**config.mk**
```make
export PLATFORM = sky130hd
export DESIGN_NAME = field_pwm_ramp
export DESIGN_NICKNAME = d
export VERILOG_FILES = /design/src/rtl/fpr_pkg.sv /design/src/rtl/fpr_timebase.sv /design/src/rtl/fpr_duty_ctrl.sv /design/src/rtl/fpr_pwm_out.sv /design/src/rtl/field_pwm_ramp.sv
export SDC_FILE = /design/constraint.sdc
export NUM_CORES = 1
export LEC_CHECK = 0
export BUFFER_PORTS_ARGS = -buffer_cell sky130_fd_sc_hd__clkbuf_2
export CAP_MARGIN = 20
export CORE_MARGIN = 3
export CORE_UTILIZATION = 56
export CTS_CLUSTER_DIAMETER = 150
export DETAILED_ROUTE_END_ITERATION = 8
export PLACE_DENSITY_LB_ADDON = 0.1
export SYNTH_ARGS = -nofsm -noshare
export SYNTH_HDL_FRONTEND = slang
export SYNTH_SLANG_ARGS = --single-unit
```
**constraint.sdc**
```tcl
create_clock -name clk -period 2.8 [get_ports clk]
set_clock_uncertainty 0.05 [all_clocks]
set_input_delay 0.28 -clock clk [delete_from_list [all_inputs] [get_ports clk]]
set_output_delay 0.28 -clock clk [all_outputs]
set_load 0.005 [all_outputs]
```
**src/rtl/fpr_pkg.sv**
```systemverilog
package fpr_pkg;

    // What the duty controller does at a frame boundary.
    typedef enum logic [1:0] {
        ACT_DROP = 2'd0,   // comparator says enough field: fall to floor
        ACT_FULL = 2'd1,   // ramp disabled: jump to full scale
        ACT_STEP = 2'd2,   // ramp enabled and step slot: add increment
        ACT_HOLD = 2'd3    // ramp enabled, no step slot: keep value
    } duty_act_e;

    // Sense inputs captured together at the frame boundary.
    typedef struct packed {
        logic below;
        logic ov;
        logic uv;
        logic slow;
    } sense_t;

    function automatic int ceil_div(input int num, input int den);
        int d;
        d = (den < 1) ? 1 : den;
        return (num + d - 1) / d;
    endfunction

    // Number of ramp steps in a full climb, at least one.
    function automatic int ramp_steps(input int periods, input int ratio);
        int r;
        r = (ratio < 1) ? 1 : ratio;
        return (periods / r < 1) ? 1 : periods / r;
    endfunction

    // Increment per step that reaches full scale within the ramp.
    function automatic int ramp_inc(input int duty_w, input int periods, input int ratio);
        return ceil_div((1 << duty_w) - 1, ramp_steps(periods, ratio));
    endfunction

    // Window floor: one sixteenth of the frame (6.25%).
    function automatic int window_min(input int duty_w);
        return (1 << duty_w) / 16;
    endfunction

endpackage

```
**src/rtl/fpr_timebase.sv**
```systemverilog
module fpr_timebase #(
    parameter int DUTY_W = 8,
    parameter int RATIO  = 4
) (
    input  logic              clk,
    input  logic              rst,
    input  logic              tick,
    output logic [DUTY_W-1:0] frame_pos,
    output logic              wrap,
    output logic              step_slot
);
    localparam int SW = (RATIO > 1) ? $clog2(RATIO) : 1;
    localparam logic [SW-1:0] SLOT_LAST = SW'(RATIO - 1);

    logic [DUTY_W-1:0] pos_q;
    logic [SW-1:0]     slot_q;

    assign wrap      = tick && (pos_q == '1);
    assign step_slot = wrap && (slot_q == SLOT_LAST);
    assign frame_pos = pos_q;

    always_ff @(posedge clk) begin
        if (rst) begin
            pos_q <= '0;
        end else if (tick) begin
            pos_q <= pos_q + 1'b1;
        end
    end

    generate
        if (RATIO > 1) begin : g_slot
            always_ff @(posedge clk) begin
                if (rst) begin
                    slot_q <= '0;
                end else if (wrap) begin
                    slot_q <= (slot_q == SLOT_LAST) ? '0 : slot_q + 1'b1;
                end
            end
        end else begin : g_noslot
            always_ff @(posedge clk) begin
                slot_q <= '0;
            end
        end
    endgenerate

endmodule

```
**src/rtl/fpr_duty_ctrl.sv**
```systemverilog
module fpr_duty_ctrl
    import fpr_pkg::*;
#(
    parameter int DUTY_W       = 8,
    parameter int RATIO        = 4,
    parameter int RAMP_PERIODS = 1000
) (
    input  logic              clk,
    input  logic              rst,
    input  logic              wrap,
    input  logic              step_slot,
    input  sense_t            sense,
    output logic [DUTY_W-1:0] duty
);
    localparam int INC  = ramp_inc(DUTY_W, RAMP_PERIODS, RATIO);
    localparam int MINW = window_min(DUTY_W);
    localparam logic [DUTY_W:0]   INC_V = INC[DUTY_W:0];
    localparam logic [DUTY_W-1:0] MIN_V = MINW[DUTY_W-1:0];

    logic [DUTY_W-1:0] duty_q, duty_d, floor_v, cand, ramp_v;
    logic [DUTY_W:0]   sum;
    duty_act_e         act;

    always_comb begin
        floor_v = (!sense.ov && !sense.uv) ? MIN_V : '0;
        sum     = {1'b0, duty_q} + INC_V;
        ramp_v  = sum[DUTY_W] ? '1 : sum[DUTY_W-1:0];

        if (!sense.below)      act = ACT_DROP;
        else if (!sense.slow)  act = ACT_FULL;
        else if (step_slot)    act = ACT_STEP;
        else                   act = ACT_HOLD;

        unique case (act)
            ACT_DROP: cand = floor_v;
            ACT_FULL: cand = '1;
            ACT_STEP: cand = ramp_v;
            default:  cand = duty_q;
        endcase

        duty_d = (cand < floor_v) ? floor_v : cand;
    end

    always_ff @(posedge clk) begin
        if (rst) begin
            duty_q <= '0;
        end else if (wrap) begin
            duty_q <= duty_d;
        end
    end

    assign duty = duty_q;

endmodule

```
**src/rtl/fpr_pwm_out.sv**
```systemverilog
module fpr_pwm_out #(
    parameter int DUTY_W = 8
) (
    input  logic [DUTY_W-1:0] frame_pos,
    input  logic [DUTY_W-1:0] duty,
    output logic              drive
);
    assign drive = (frame_pos < duty);
endmodule

```
**src/rtl/field_pwm_ramp.sv**
```systemverilog
module field_pwm_ramp
    import fpr_pkg::*;
#(
    parameter int DUTY_W       = 8,
    parameter int RATIO        = 4,
    parameter int RAMP_PERIODS = 1000
) (
    input  logic              clk,
    input  logic              rst,
    input  logic              tick,
    input  logic              below_sp,
    input  logic              ov_flag,
    input  logic              uv_flag,
    input  logic              slow_phase,
    output logic              field_drive,
    output logic [DUTY_W-1:0] duty
);
    logic [DUTY_W-1:0] frame_pos;
    logic              wrap;
    logic              step_slot;
    sense_t            sense;

    assign sense = '{below: below_sp, ov: ov_flag, uv: uv_flag, slow: slow_phase};

    fpr_timebase #(.DUTY_W(DUTY_W), .RATIO(RATIO)) u_tb (
        .clk       (clk),
        .rst       (rst),
        .tick      (tick),
        .frame_pos (frame_pos),
        .wrap      (wrap),
        .step_slot (step_slot)
    );

    fpr_duty_ctrl #(.DUTY_W(DUTY_W), .RATIO(RATIO), .RAMP_PERIODS(RAMP_PERIODS)) u_ctrl (
        .clk       (clk),
        .rst       (rst),
        .wrap      (wrap),
        .step_slot (step_slot),
        .sense     (sense),
        .duty      (duty)
    );

    fpr_pwm_out #(.DUTY_W(DUTY_W)) u_out (
        .frame_pos (frame_pos),
        .duty      (duty),
        .drive     (field_drive)
    );

endmodule

```
==> out/results.txt <==
Initial Util: 0.6081
Layout cells sized above 1: 0.1471
Die area: 2769 sq um
Overflow after GRT: 0
Placer Congestion: 0.9741
CTS tree: yes
Setup ws final: 355.3 ps
Total clock sinks: 18
DR DRC count: 0
Global-route wire length before repair: 4.857 mm
Syn Area/Cell: 7.804 sq um
Sequential power share: 0.561
Clock tree buffer depth: 2
Placed cells: 193
Routed Antenna Nets: 0
Initial antenna violation count: 0
Most used flip-flop cell after synthesis: dfxtp_1
Post-synth EDFFs: 0
Final nets: 188
Worst-path fanout max: 4
Clock power frac: 0.344
Row count: 16
Routed vias/inst: 6.365
Status: completed
Drt first pass iters: 4
Yosys cell types: 40
IO Pins: 16
P per Cell Area: 347.2 nW/um^2
Drt total wl: 2.947 mm
Vias after detailed routing: 1254
Ys async rst share: 0
Fin crit period: 2445 ps
Combinational share of power: 0.095
Tot GR Track Use: 0.2338
Fill cells: 177
Wirelength per Cell: 14.96 um
RSZ-0062 raised after global routing: false
Net Sw Power: 109.8 uW
Max IR drop VDD: 316.7 uV
Cell-internal power: 358.0 uW
Core area: 2002 sq um
Syn_nets: 173
Crit start category: register
Crit Path Class: reg -> reg
Hold WC Path Type: in -> reg
Synth warn: 0
Largest net degree at the start of global routing: 18
Worst path required time: 2950 ps
Maxcap violations: 0
DIE HEIGHT: 52.63 um
Fin cells: 197
Max H-tree Level: 1
Worst-margin pin slew: 435.4 ps
Clock-pin transition on the worst setup and hold timing paths: 110 ps
Count of final setup violators: 0
Leakage: 0.5247 nW
Worst Setup End Kind: register
Slew Viols, Final: 0
Post-DP HPWL: 2.206 mm
Synthesized cell area: 1217 sq um
Most frequent cells in the layout: nand2_1, dfxtp_1, nor2_1
Net Sw Frac: 0.2347
DP Worst Slack: 403.8 ps
Setup Buffers After CTS: 0
Sequential fraction of the synthesis area: 0.2960
Post-CTS Hold Buffers: 0
Clock insertion delay at the later pin of the skew report: 290 ps
IO Port Bufs: 15
Yosys reg bits: 18
Post-CTS sizing: 0
Post-route clock period utilization: 0.8731
Hold Vio Cnt, Final: 0
Vias in the first global route: 1075
Max-Slew Margin vs Limit: 0.7075
TritonCTS Buffers: 3
Fmax: 409.1 MHz
Chip Width: 52.63 um
Area grow syn2layout: 10.69%
Cells after Synth: 156
# diodes: 0
Post-route setup TNS: 0 ps
Crit path DAT: 2590 ps
CTS root buf: clkbuf_4
First DRT Iteration DRCs: 73
area by class of cell:
type                            count  area [sq um]  area share
Sequential cell                    18         360.3      0.2674
Tap cell                           27         33.78     0.02507
Multi-Input combinational cell    124         804.5      0.5970
Timing Repair Buffer               16         82.58     0.06128
Inverter                            8         30.03     0.02228
Clock buffer                        4         36.28     0.02693
kinds of logic (layout without fill, tap and decap cells):
group           after synthesis  in the layout  share of synthesized area
xor+xnor                      6              6                    0.04317
mux                           1              1                   0.008222
flops                        18             18                     0.2960
compound gates               42             42                     0.2384
fa+ha+maj                    10             10                     0.1028
simple gates                 65             65                     0.2682
buf+inv                      14             28                    0.04317
per-layer routing:
| layer | up-vias | wire length, um | global-route usage |
|---|---|---|---|
| met5 | - | 0 | 0 |
| li1 | 608 | - | - |
| met2 | 66 | 1395 | 0.3864 |
| met1 | 570 | 1262 | 0.2973 |
| met4 | 0 | 67 | 0.1021 |
| met3 | 10 | 221 | 0.03419 |
path summary, 6_finish.rpt:
path / start / endpoint / slack (ps) / depth (start not counted)
max: u_tb.frame_pos[1] / u_ctrl.duty[3] / 360 / 8
min: tick / u_tb.frame_pos[1] / 280 / 3
max reg2reg: u_tb.frame_pos[1] / u_ctrl.duty[3] / 360 / 8
min reg2reg: u_tb.slot_q[1] / u_tb.slot_q[1] / 440 / 2
flip-flops by register name, summed over array words and instances (netlist names):
name	count
u_tb.frame_pos	8
u_tb.slot_q	2
u_ctrl.duty	8
stage by stage:
step	hold WS (ps)	total power [mW]	area (sq um)	utilization
5_1_grt	296.5	0.4841	1348	0.6731
2_1_floorplan	377.6	0.2985	1217	-
4_1_cts	268.0	0.4724	1348	0.6731
3_3_place_gp	397.4	0.3100	1311	0.6550
6_report	278.5	0.4679	1348	0.6731
3_5_place_dp	423.1	0.3116	1311	0.6550
cell usage after synthesis, drive strengths merged, types with 3 or more instances:
library cell | number | share of area
a211oi | 3 | 0.018
inv | 8 | 0.025
a31oi | 4 | 0.021
a21o | 4 | 0.025
and3 | 4 | 0.021
a21oi | 10 | 0.041
nand3 | 6 | 0.029
xor2 | 4 | 0.029
nor3 | 5 | 0.021
dfxtp | 18 | 0.30
nand2 | 18 | 0.055
nor2 | 17 | 0.052
o21ai | 6 | 0.025
or3 | 3 | 0.015
a311oi | 3 | 0.027
nand4 | 4 | 0.021
ha | 10 | 0.10
clkbuf | 6 | 0.018
critical path, stage by stage, from the launching register on:
cell and delay, ps:
dfxtp_1 400, ha_1 210, and4_4 260, nand3_2 110, or4_4 510, a311oi_2 400
a211o_2 210, a31oi_1 40, a21o_1 160
power by group through the flow:
| stage | registers [mW] | clock network [mW] | logic [mW] |
|---|---|---|---|
| detailed placement | 0.268 | 0 | 0.0433 |
| global placement | 0.268 | 0 | 0.0422 |
| floorplan | 0.268 | 0 | 0.0309 |
| CTS | 0.263 | 0.166 | 0.0436 |
| finish | 0.263 | 0.161 | 0.0442 |
| global route | 0.263 | 0.172 | 0.0487 |
No activity file was read; power rests on OpenSTA's default activity.
